$ cat config.mk
export PLATFORM = sky130hd
export DESIGN_NAME = i2c_cond_monitor
export DESIGN_NICKNAME = d
export VERILOG_FILES = /design/src/rtl/i2c_cond_pkg.sv /design/src/rtl/icm_line_sync.sv /design/src/rtl/icm_edge_decode.sv /design/src/rtl/icm_alert_det.sv /design/src/rtl/icm_frame_fsm.sv /design/src/rtl/i2c_cond_monitor.sv
export SDC_FILE = /design/constraint.sdc
export NUM_CORES = 1
export LEC_CHECK = 0
export BUFFER_PORTS_ARGS = -buffer_cell sky130_fd_sc_hd__buf_2
export CAP_MARGIN = 15
export CORE_UTILIZATION = 45
export DETAILED_ROUTE_END_ITERATION = 8
export HOLD_SLACK_MARGIN = 0.05
export PLACE_DENSITY = 0.68
export SYNTH_ARGS = -nofsm -noshare
export SYNTH_HDL_FRONTEND = slang
export SYNTH_SLANG_ARGS = --single-unit
$ cat constraint.sdc
create_clock -name clk -period 1.95 [get_ports clk]
set_clock_uncertainty 0.1 [all_clocks]
set_input_delay 0.2925 -clock clk [delete_from_list [all_inputs] [get_ports clk]]
set_output_delay 0.2925 -clock clk [all_outputs]
set_load 0.03 [all_outputs]
$ cat src/rtl/i2c_cond_pkg.sv
package i2c_cond_pkg;

    typedef enum logic [1:0] {
        MON_OFF  = 2'd0,
        MON_FREE = 2'd1,
        MON_BUSY = 2'd2
    } mon_state_e;

    localparam int LINE_SCL   = 0;
    localparam int LINE_SDA   = 1;
    localparam int LINE_ALERT = 2;
    localparam int LINE_COUNT = 3;

endpackage

$ cat src/rtl/icm_line_sync.sv
module icm_line_sync #(
    parameter int              WIDTH   = 3,
    parameter int              STAGES  = 2,
    parameter logic [WIDTH-1:0] RST_VAL = '1
) (
    input  logic             clk,
    input  logic             rst_n,
    input  logic             en_i,
    input  logic [WIDTH-1:0] din_i,
    output logic [WIDTH-1:0] sync_o,
    output logic [WIDTH-1:0] prev_o
);

    logic [WIDTH-1:0] stage_q [STAGES];
    logic [WIDTH-1:0] prev_q;

    for (genvar g = 0; g < STAGES; g++) begin : g_stage
        logic [WIDTH-1:0] stage_in;
        if (g == 0) begin : g_first
            assign stage_in = din_i;
        end else begin : g_next
            assign stage_in = stage_q[g-1];
        end

        always_ff @(posedge clk or negedge rst_n) begin
            if (!rst_n) begin
                stage_q[g] <= RST_VAL;
            end else if (!en_i) begin
                stage_q[g] <= RST_VAL;
            end else begin
                stage_q[g] <= stage_in;
            end
        end
    end

    always_ff @(posedge clk or negedge rst_n) begin
        if (!rst_n) begin
            prev_q <= RST_VAL;
        end else if (!en_i) begin
            prev_q <= RST_VAL;
        end else begin
            prev_q <= stage_q[STAGES-1];
        end
    end

    assign sync_o = stage_q[STAGES-1];
    assign prev_o = prev_q;

endmodule

$ cat src/rtl/icm_edge_decode.sv
module icm_edge_decode (
    input  logic scl_now_i,
    input  logic scl_old_i,
    input  logic sda_now_i,
    input  logic sda_old_i,
    output logic start_det_o,
    output logic stop_det_o,
    output logic scl_fall_o
);

    logic scl_held_high;

    always_comb begin
        scl_held_high = scl_now_i & scl_old_i;
        start_det_o   = scl_held_high & sda_old_i & ~sda_now_i;
        stop_det_o    = scl_held_high & ~sda_old_i & sda_now_i;
        scl_fall_o    = scl_old_i & ~scl_now_i;
    end

endmodule

$ cat src/rtl/icm_alert_det.sv
module icm_alert_det (
    input  logic clk,
    input  logic rst_n,
    input  logic en_i,
    input  logic al_now_i,
    input  logic al_old_i,
    input  logic host_en_i,
    input  logic alert_en_i,
    output logic alert_o
);

    logic fall_seen;
    logic alert_q;

    assign fall_seen = al_old_i & ~al_now_i;

    always_ff @(posedge clk or negedge rst_n) begin
        if (!rst_n) begin
            alert_q <= 1'b0;
        end else if (!en_i) begin
            alert_q <= 1'b0;
        end else begin
            alert_q <= fall_seen & host_en_i & alert_en_i;
        end
    end

    assign alert_o = alert_q;

    // an alert pulse needs both enables in the sampled cycle
    a_r10_alert_gated: assert property (@(posedge clk) disable iff (!rst_n)
        alert_o |-> $past(host_en_i && alert_en_i));

    // alert pulse lasts one cycle
    a_r12_alert_single: assert property (@(posedge clk) disable iff (!rst_n)
        alert_o |=> !alert_o);

endmodule

$ cat src/rtl/icm_frame_fsm.sv
module icm_frame_fsm
    import i2c_cond_pkg::*;
#(
    parameter int BITS_PER_FRAME = 9
) (
    input  logic clk,
    input  logic rst_n,
    input  logic en_i,
    input  logic start_det_i,
    input  logic stop_det_i,
    input  logic scl_fall_i,
    input  logic is_master_i,
    input  logic stop_by_self_i,
    input  logic addressed_i,
    input  logic addr_phase_i,
    output logic start_o,
    output logic stop_o,
    output logic stop_self_o,
    output logic bus_err_o,
    output logic busy_o
);

    localparam int             CNT_W = $clog2(BITS_PER_FRAME) + 1;
    localparam logic [CNT_W-1:0] LAST  = CNT_W'(BITS_PER_FRAME - 1);

    mon_state_e       state_q, state_d;
    logic [CNT_W-1:0] pos_q;
    logic             skip_q;
    logic             addr_seen_q;

    logic involved;
    logic err_masked;
    logic misplaced;
    logic self_stop;

    // state register
    always_ff @(posedge clk or negedge rst_n) begin
        if (!rst_n) begin
            state_q <= MON_OFF;
        end else begin
            state_q <= state_d;
        end
    end

    // transitions: T_DISABLE, T_ENABLE, T_START, T_RESTART, T_STOP
    always_comb begin
        state_d = state_q;
        if (!en_i) begin
            state_d = MON_OFF;
        end else begin
            unique case (state_q)
                MON_OFF:  state_d = MON_FREE;
                MON_FREE: if (start_det_i) state_d = MON_BUSY;
                MON_BUSY: if (stop_det_i)  state_d = MON_FREE;
                default:  state_d = MON_OFF;
            endcase
        end
    end

    // frame position and involvement record
    always_ff @(posedge clk or negedge rst_n) begin
        if (!rst_n) begin
            pos_q       <= '0;
            skip_q      <= 1'b1;
            addr_seen_q <= 1'b0;
        end else begin
            if (state_d != MON_BUSY || start_det_i) begin
                pos_q  <= '0;
                skip_q <= 1'b1;
            end else if (scl_fall_i) begin
                if (skip_q) begin
                    skip_q <= 1'b0;
                end else if (pos_q == LAST) begin
                    pos_q <= '0;
                end else begin
                    pos_q <= pos_q + CNT_W'(1);
                end
            end

            if (state_d != MON_BUSY) begin
                addr_seen_q <= 1'b0;
            end else if (addressed_i) begin
                addr_seen_q <= 1'b1;
            end
        end
    end

    always_comb begin
        involved   = is_master_i | addr_seen_q | addressed_i;
        err_masked = ~is_master_i & addr_phase_i;
        misplaced  = (start_det_i | stop_det_i) & (state_q == MON_BUSY)
                   & (pos_q != '0) & involved & ~err_masked;
        self_stop  = stop_det_i & (is_master_i ? stop_by_self_i
                                               : (addr_seen_q | addressed_i));
    end

    // output register
    always_ff @(posedge clk or negedge rst_n) begin
        if (!rst_n) begin
            start_o     <= 1'b0;
            stop_o      <= 1'b0;
            stop_self_o <= 1'b0;
            bus_err_o   <= 1'b0;
            busy_o      <= 1'b0;
        end else if (!en_i) begin
            start_o     <= 1'b0;
            stop_o      <= 1'b0;
            stop_self_o <= 1'b0;
            bus_err_o   <= 1'b0;
            busy_o      <= 1'b0;
        end else begin
            start_o     <= start_det_i;
            stop_o      <= stop_det_i;
            stop_self_o <= self_stop;
            bus_err_o   <= misplaced;
            busy_o      <= (state_d == MON_BUSY);
        end
    end

    a_r3_busy_with_start: assert property (@(posedge clk) disable iff (!rst_n)
        start_o |-> busy_o);

    a_r3_idle_after_stop: assert property (@(posedge clk) disable iff (!rst_n)
        stop_o |-> !busy_o);

    a_r4_quiet_when_off: assert property (@(posedge clk) disable iff (!rst_n)
        !en_i |=> (!busy_o && !start_o && !stop_o && !bus_err_o && !stop_self_o));

    a_r5_pos_in_range: assert property (@(posedge clk) disable iff (!rst_n)
        pos_q <= LAST);

    a_r6_err_on_condition: assert property (@(posedge clk) disable iff (!rst_n)
        bus_err_o |-> (start_o || stop_o));

    a_r7_no_err_addr_phase: assert property (@(posedge clk) disable iff (!rst_n)
        bus_err_o |-> !$past(!is_master_i && addr_phase_i));

    a_r8_self_stop_is_stop: assert property (@(posedge clk) disable iff (!rst_n)
        stop_self_o |-> stop_o);

    a_r12_start_single: assert property (@(posedge clk) disable iff (!rst_n)
        start_o |=> !start_o);

    a_r12_stop_single: assert property (@(posedge clk) disable iff (!rst_n)
        stop_o |=> !stop_o);

endmodule

$ cat src/rtl/i2c_cond_monitor.sv
module i2c_cond_monitor
    import i2c_cond_pkg::*;
#(
    parameter int SYNC_STAGES    = 2,
    parameter int BITS_PER_FRAME = 9,
    parameter bit SMBUS_EN       = 1'b1
) (
    input  logic clk,
    input  logic rst_n,
    input  logic en_i,
    input  logic scl_i,
    input  logic sda_i,
    input  logic alert_n_i,
    input  logic is_master_i,
    input  logic stop_by_self_i,
    input  logic addressed_i,
    input  logic addr_phase_i,
    input  logic smb_host_en_i,
    input  logic alert_en_i,
    output logic start_o,
    output logic stop_o,
    output logic stop_self_o,
    output logic bus_err_o,
    output logic alert_o,
    output logic busy_o
);

    logic [LINE_COUNT-1:0] lines_raw;
    logic [LINE_COUNT-1:0] lines_now;
    logic [LINE_COUNT-1:0] lines_old;
    logic start_det, stop_det, scl_fall;

    always_comb begin
        lines_raw             = '1;
        lines_raw[LINE_SCL]   = scl_i;
        lines_raw[LINE_SDA]   = sda_i;
        lines_raw[LINE_ALERT] = alert_n_i;
    end

    icm_line_sync #(
        .WIDTH  (LINE_COUNT),
        .STAGES (SYNC_STAGES),
        .RST_VAL('1)
    ) sync_i (
        .clk   (clk),
        .rst_n (rst_n),
        .en_i  (en_i),
        .din_i (lines_raw),
        .sync_o(lines_now),
        .prev_o(lines_old)
    );

    icm_edge_decode decode_i (
        .scl_now_i  (lines_now[LINE_SCL]),
        .scl_old_i  (lines_old[LINE_SCL]),
        .sda_now_i  (lines_now[LINE_SDA]),
        .sda_old_i  (lines_old[LINE_SDA]),
        .start_det_o(start_det),
        .stop_det_o (stop_det),
        .scl_fall_o (scl_fall)
    );

    icm_frame_fsm #(
        .BITS_PER_FRAME(BITS_PER_FRAME)
    ) fsm_i (
        .clk           (clk),
        .rst_n         (rst_n),
        .en_i          (en_i),
        .start_det_i   (start_det),
        .stop_det_i    (stop_det),
        .scl_fall_i    (scl_fall),
        .is_master_i   (is_master_i),
        .stop_by_self_i(stop_by_self_i),
        .addressed_i   (addressed_i),
        .addr_phase_i  (addr_phase_i),
        .start_o       (start_o),
        .stop_o        (stop_o),
        .stop_self_o   (stop_self_o),
        .bus_err_o     (bus_err_o),
        .busy_o        (busy_o)
    );

    if (SMBUS_EN) begin : g_smb
        icm_alert_det alert_i (
            .clk       (clk),
            .rst_n     (rst_n),
            .en_i      (en_i),
            .al_now_i  (lines_now[LINE_ALERT]),
            .al_old_i  (lines_old[LINE_ALERT]),
            .host_en_i (smb_host_en_i),
            .alert_en_i(alert_en_i),
            .alert_o   (alert_o)
        );
    end else begin : g_no_smb
        logic unused_alert_bits;
        assign unused_alert_bits = ^{lines_now[LINE_ALERT], lines_old[LINE_ALERT],
                                     smb_host_en_i, alert_en_i};
        assign alert_o = 1'b0;

        // alert tied low without SMBus support
        a_r11_alert_tied: assert property (@(posedge clk) disable iff (!rst_n)
            !alert_o);
    end

endmodule

==> results.toml, run 1 <==
[outcome]
outcome = "finished clean"

[synth]
synth_nets = 102
synth_seq_cells = 24
ys_types = 29
synth_flop_cell = "dfrtp_1"
synth.avg_cell_area_um2 = 11.6
ys_top_cells_by_area = "dfrtp_1, dfstp_2, nand2b_1"
ys_seq_area_frac = 0.603
syn-instance-count = 88
synth_edf_count = 0
synth_warnings = 0
yosysTopAreaCell = "dfrtp_1"
yosysTopAreaCellShare = 0.344
synth_area_um2 = 1020
async_flop_share = 1.00

[global_route]
grt.total_usage = 0.150
grt_overflow = 0
antenna_found_initial = 0
grt_pass1_vias = 707
grt_pass1_wl_um = 2820
grt_max_degree = 25

[sta]
drv_slew = 0
setup_viol = 0
worst_pin_slew_ns = 0.498
fin_setup_tns_ns = 0
rsz0062_at_grt = "false"
fin_crit_sh = 0.776
max_freq_mhz = 661
hold_viol = 0
relSlewSlack = 0.668
fin_crit_ns = 1.51

[min_path]
hold_class = "primary input to register"
min_from = "sda_i"
whs_endpoint = "sync_i.g_stage[1].stage_in[1]$_DFF_PN1_"
hold_depth = 2

[placement]
dp_cells = 131
place_area_um2 = 1130
gp_congestion = 0.737
place_hpwl_um = 1130
port_buffers = 17

[worst_setup_path]
worstSetupPathType = "register to register"
path_cells = "inv_1 -> ha_1 -> or3b_1 -> o2111ai_1 -> nor3_1"
reg2reg_slack_ns = 0.44
crit_path_max_fanout = 5
rr_endpoint = "fsm_i.bus_err_o$_DFF_PN0_"
cp.required_ns = 2.06
crit_slowest_cell = "dfrtp_1"
r2r_cells = 5
end_kind = "register"
reg2reg_from = "fsm_i.pos_q[0]$_DFFE_PN0P_"
cp_slowest_stage_delay_ns = 0.44
crit_path_start_kind = "register"
crit_arrival_ns = 1.63

[floorplanning]
initial_core_util = 0.498
rows = 16
die_area_um2 = 2450
core_um2 = 2040
boundaryPins = 18
die_x_um = 49.5
die_h_um = 49.5

[clock_network]
clock_latency_ns = 0.31
cts_inserted_buffers = 3
cts_tree = "done"
path_clk_slew_ns = 0.12
cts_resized = 0
ctsHoldBuffers = 1
htree_levels = 1
cts_sinks = 24
root_buffer = "clkbuf_4"
clockBufferDepth = 2
cts_setup_buffers = 0

[cells_and_area]
instances_no_fill = 137
drive_above_1_share = 0.309
nNetsFinal = 125
synthToLayoutAreaGrowth_pct = 15.9
stdcell_area_um2 = 1180
fin_util = 0.577
diodes = 0

[detailed_routing]
wl_per_cell_um = 11.2
ant_nets = 0
drtIter0Drc = 11
viasPerCell = 5.11
vias = 700
first_pass_iters = 4
drc_errors = 0
finalWirelength_um = 1540

[job]
cap_violations = 0

[power_and_ir_drop]
irDropWorstVdd_mv = 0.426
cellPowerDensity_nw_per_um2 = 674
p_leak_nw = 0.512
[layout make-up]
cell class	count	area, µm²
Clock buffer	4	26.3
Fill cell	184	863
Inverter	3	11.3
Multi-Input combinational cell	60	389
Sequential cell	24	613
Tap cell	27	33.8
Timing Repair Buffer	19	105
[registers in the layout, summed over array words and instances (netlist names)]
signal,flops
fsm_i.pos_q,5
sync_i.g_stage.stage_in,3
sync_i.prev_o,3
sync_i.sync_o,3
fsm_i.state_q,2
fsm_i.addr_seen_q,1
fsm_i.bus_err_o,1
fsm_i.busy_o,1
fsm_i.skip_q,1
fsm_i.start_o,1
fsm_i.stop_o,1
fsm_i.stop_self_o,1
g_smb.alert_i.alert_o,1
[worst max-delay path by stage]
stage | start | end | slack [ns] | cells after the start
6_report | fsm_i.pos_q[0]$_DFFE_PN0P_ | fsm_i.bus_err_o$_DFF_PN0_ | 0.44 | 5
5_1_grt | fsm_i.pos_q[0]$_DFFE_PN0P_ | fsm_i.bus_err_o$_DFF_PN0_ | 0.31 | 5
4_1_cts | fsm_i.pos_q[0]$_DFFE_PN0P_ | fsm_i.bus_err_o$_DFF_PN0_ | 0.43 | 5
3_5_place_dp | fsm_i.pos_q[0]$_DFFE_PN0P_ | fsm_i.bus_err_o$_DFF_PN0_ | 0.45 | 5
3_3_place_gp | fsm_i.pos_q[0]$_DFFE_PN0P_ | fsm_i.bus_err_o$_DFF_PN0_ | 0.50 | 5
2_1_floorplan | fsm_i.pos_q[0]$_DFFE_PN0P_ | fsm_i.bus_err_o$_DFF_PN0_ | 0.54 | 5
[Yosys cell counts, types with 3 or more instances]
cell and number:
nor2_1 6, dfrtp_1 14, nand2_1 5, dfstp_2 10
a21oi_1 6, nand3_1 4, o21ai_0 4, inv_1 3
nand2b_1 10
[routing by layer]
| metal | GRT usage | vias up | part of all wire |
|---|---|---|---|
| met3 | 0.0278 | 2 | 0.048 |
| met1 | 0.187 | 325 | 0.46 |
| met5 | 0 | - | 0 |
| met2 | 0.248 | 19 | 0.48 |
| li1 | - | 354 | - |
| met4 | 0.0714 | 0 | 0.0065 |
[report_power, final]
group / internal (mW) / switching [mW]
Clock: 0.0799 / 0.140
Combinational: 0.0246 / 0.0295
Sequential: 0.514 / 0.00642
Total: 0.619 / 0.176
[cell usage in the layout (no fill, tap or decap), types with 3 or more instances in the layout]
cell type,count
dfrtp_1,14
nand3_1,4
dfstp_2,10
nor2_1,6
o21ai_0,4
inv_1,3
nand2b_1,10
clkbuf_4,3
buf_2,17
nand2_1,5
a21oi_1,6
[kinds of logic (layout without fill, tap and decap cells)]
family                   count (synthesis)  after routing  synth area share
flip-flops                              24             24             0.603
XOR/XNOR                                 1              1           0.00861
adder cells (fa/ha/maj)                  2              2            0.0246
buffers and inverters                    4             26            0.0148
AND/OR/NAND/NOR                         40             40             0.241
AO/OA/AOI/OAI                           17             17             0.108
[metrics by stage]
stage          hold WS (ns)  setup slack (ns)  total power, mW
2_1_floorplan        -0.103             0.536            0.555
3_3_place_gp          0.188             0.503            0.580
3_5_place_dp          0.189             0.446            0.582
4_1_cts              0.0527             0.434            0.805
5_1_grt              0.0608             0.312            0.837
6_report             0.0634             0.437            0.795
[worst max-delay path: cells and delay by family (launching register included)]
kind / cells / cell delay, ns
adders and majority gates: 1 / 0.15
buffers and inverters: 1 / 0.09
DFF: 1 / 0.44
and+or+nand+nor: 2 / 0.43
AOI/OAI and AO/OA: 1 / 0.20
(Power assumes the default switching activity.)
==> inputs of run 2 (changes only) <==
- PLACE_DENSITY: 0.68 -> 0.71
- clock period: 1.95 -> 1.25 ns (I/O delays scaled with it)
==> run 2 against run 1 <==
The flow now finishes with violations (negative setup slack). Final area increased by 26%. Die area unchanged. First-iteration DRC count decreased by 18%. Critical path depth unchanged. Count of clock-buffer cells in the layout unchanged. Sequential power increased by 56%. Largest power group unchanged.
==> results.toml, run 2 (same netlist as run 1, synthesis figures left out) <==
[sta]
hold_viol = 0
fin_ws_ns = -0.268
rsz0062_at_grt = "true"
fin_setup_tns_ns = -2.02
fin_crit_sh = 1.21
max_freq_mhz = 659
setup_viol = 13
worst_pin_slew_ns = 0.524
drv_slew = 0
relSlewSlack = 0.651
fin_crit_ns = 1.52
fin_hold_ws_ns = 0.0836

[cells_and_area]
layout_commonest_cell = "buf_2"
mostFrequentLayoutCells = "buf_2, buf_4, dfrtp_1"
nNetsFinal = 148
largest_reg_flops = 5
regMostFlops = "fsm_i.pos_q"
drive_above_1_share = 0.504
synthToLayoutAreaGrowth_pct = 45.9
diodes = 0

[floorplanning]
boundaryPins = 18
initial_core_util = 0.498
rows = 16
die_area_um2 = 2450
die_x_um = 49.5
core_um2 = 2040
die_h_um = 49.5

[clock_network]
root_buffer = "clkbuf_4"
cts_inserted_buffers = 3
path_clk_slew_ns = 0.13
clock_latency_ns = 0.31
clockBufferDepth = 2
cts_tree = "done"
cts_sinks = 24
htree_levels = 1

[detailed_routing]
drtIter0Drc = 9
first_pass_iters = 4
finalWirelength_um = 2330
vias = 835
drc_errors = 0
wl_per_cell_um = 14.5
ant_nets = 0
viasPerCell = 5.22

[global_route]
use_met3 = 0.0247
met1_usage = 0.192
busiest_layer = "met2"
grt_pass1_vias = 807
grt_overflow = 0
grt_util_met2 = 0.313
antenna_found_initial = 0
grt.total_usage = 0.172
grt_max_degree = 25
grt_pass1_wl_um = 3190

[power_and_ir_drop]
cellPowerDensity_nw_per_um2 = 905
p_leak_nw = 0.641
irDropWorstVdd_mv = 0.655

[placement]
port_buffers = 17
place_hpwl_um = 1310
gp_congestion = 0.911

[worst_setup_path]
path_cells = "buf_4 -> ha_4 -> nand4bb_4 -> or3b_1 -> a21oi_1"
crit_slowest_cell = "dfrtp_2"
crit_path_start_kind = "register"
worstSetupPathType = "register to register"
cp_slowest_stage_delay_ns = 0.43
crit_arrival_ns = 1.67
cp.required_ns = 1.40
crit_path_max_fanout = 4
end_kind = "register"

[min_path]
hold_class = "primary input to register"

[outcome]
outcome = "finished with violations"
violations = "negative setup slack"

[job]
cap_violations = 0
run 2: final timing paths:
path / from / end / slack (ns) / cells after the start
min in group asynchronous: rst_n / fsm_i.pos_q[3]$_DFFE_PN0P_ / 0.26 / 2
max: fsm_i.pos_q[1]$_DFFE_PN0P_ / fsm_i.pos_q[2]$_DFFE_PN0P_ / -0.27 / 5
min: addressed_i / fsm_i.addr_seen_q$_DFFE_PN0P_ / 0.08 / 3
max reg2reg: fsm_i.pos_q[1]$_DFFE_PN0P_ / fsm_i.pos_q[2]$_DFFE_PN0P_ / -0.27 / 5
min reg2reg: sync_i.prev_o[2]$_DFF_PN1_ / g_smb.alert_i.alert_o$_DFF_PN0_ / 0.39 / 2
max in group asynchronous: rst_n / fsm_i.pos_q[1]$_DFFE_PN0P_ / 0.42 / 2
run 2: cell type report:
type	count	area [µm²]
fill	151	558
tap	27	33.8
timing repair buffer	42	305
inverter	3	11.3
sequential	24	614
clock buffer	4	36.3
multi-input combinational	60	483
run 2: timing repair:
item	4_1_cts	5_1_grt
pin swaps	7	7
resized for setup	6	15
hold buffers	7	0
setup buffers	3	3
endpoints found under the setup margin	11	13
endpoints found under the hold margin	19	0
run 2: power breakdown:
group / leakage [nW] / internal, mW / switching (mW)
Clock: 0.0210 / 0.178 / 0.228
Sequential: 0.297 / 0.803 / 0.0121
Combinational: 0.323 / 0.0640 / 0.0583
run 2: per-layer routing:
metal | routed length [µm] | vias up | share of wire
li1 | - | 399 | -
met1 | 980 | 412 | 0.42
met2 | 1260 | 20 | 0.54
met3 | 56 | 4 | 0.024
met4 | 27 | 0 | 0.012
met5 | 0 | - | 0
run 2: metrics by stage:
stage | setup slack [ns] | total power [mW] | cells | instance area, µm² | utilization
floorplan | -0.164 | 0.866 | 88 | 1020 | -
global placement | -0.179 | 0.919 | 143 | 1230 | 0.602
detailed placement | -0.239 | 0.923 | 143 | 1230 | 0.602
CTS | -0.222 | 1.35 | 157 | 1380 | 0.677
global route | -0.297 | 1.41 | 160 | 1480 | 0.727
finish | -0.268 | 1.34 | 160 | 1480 | 0.727
run 2: worst max-delay path, delay by kind of cell, from the launching register on:
kind	cells	cell delay (ns)
compound gates	1	0.16
buf+inv	1	0.13
fa+ha+maj	1	0.12
flops	1	0.43
simple gates	2	0.51
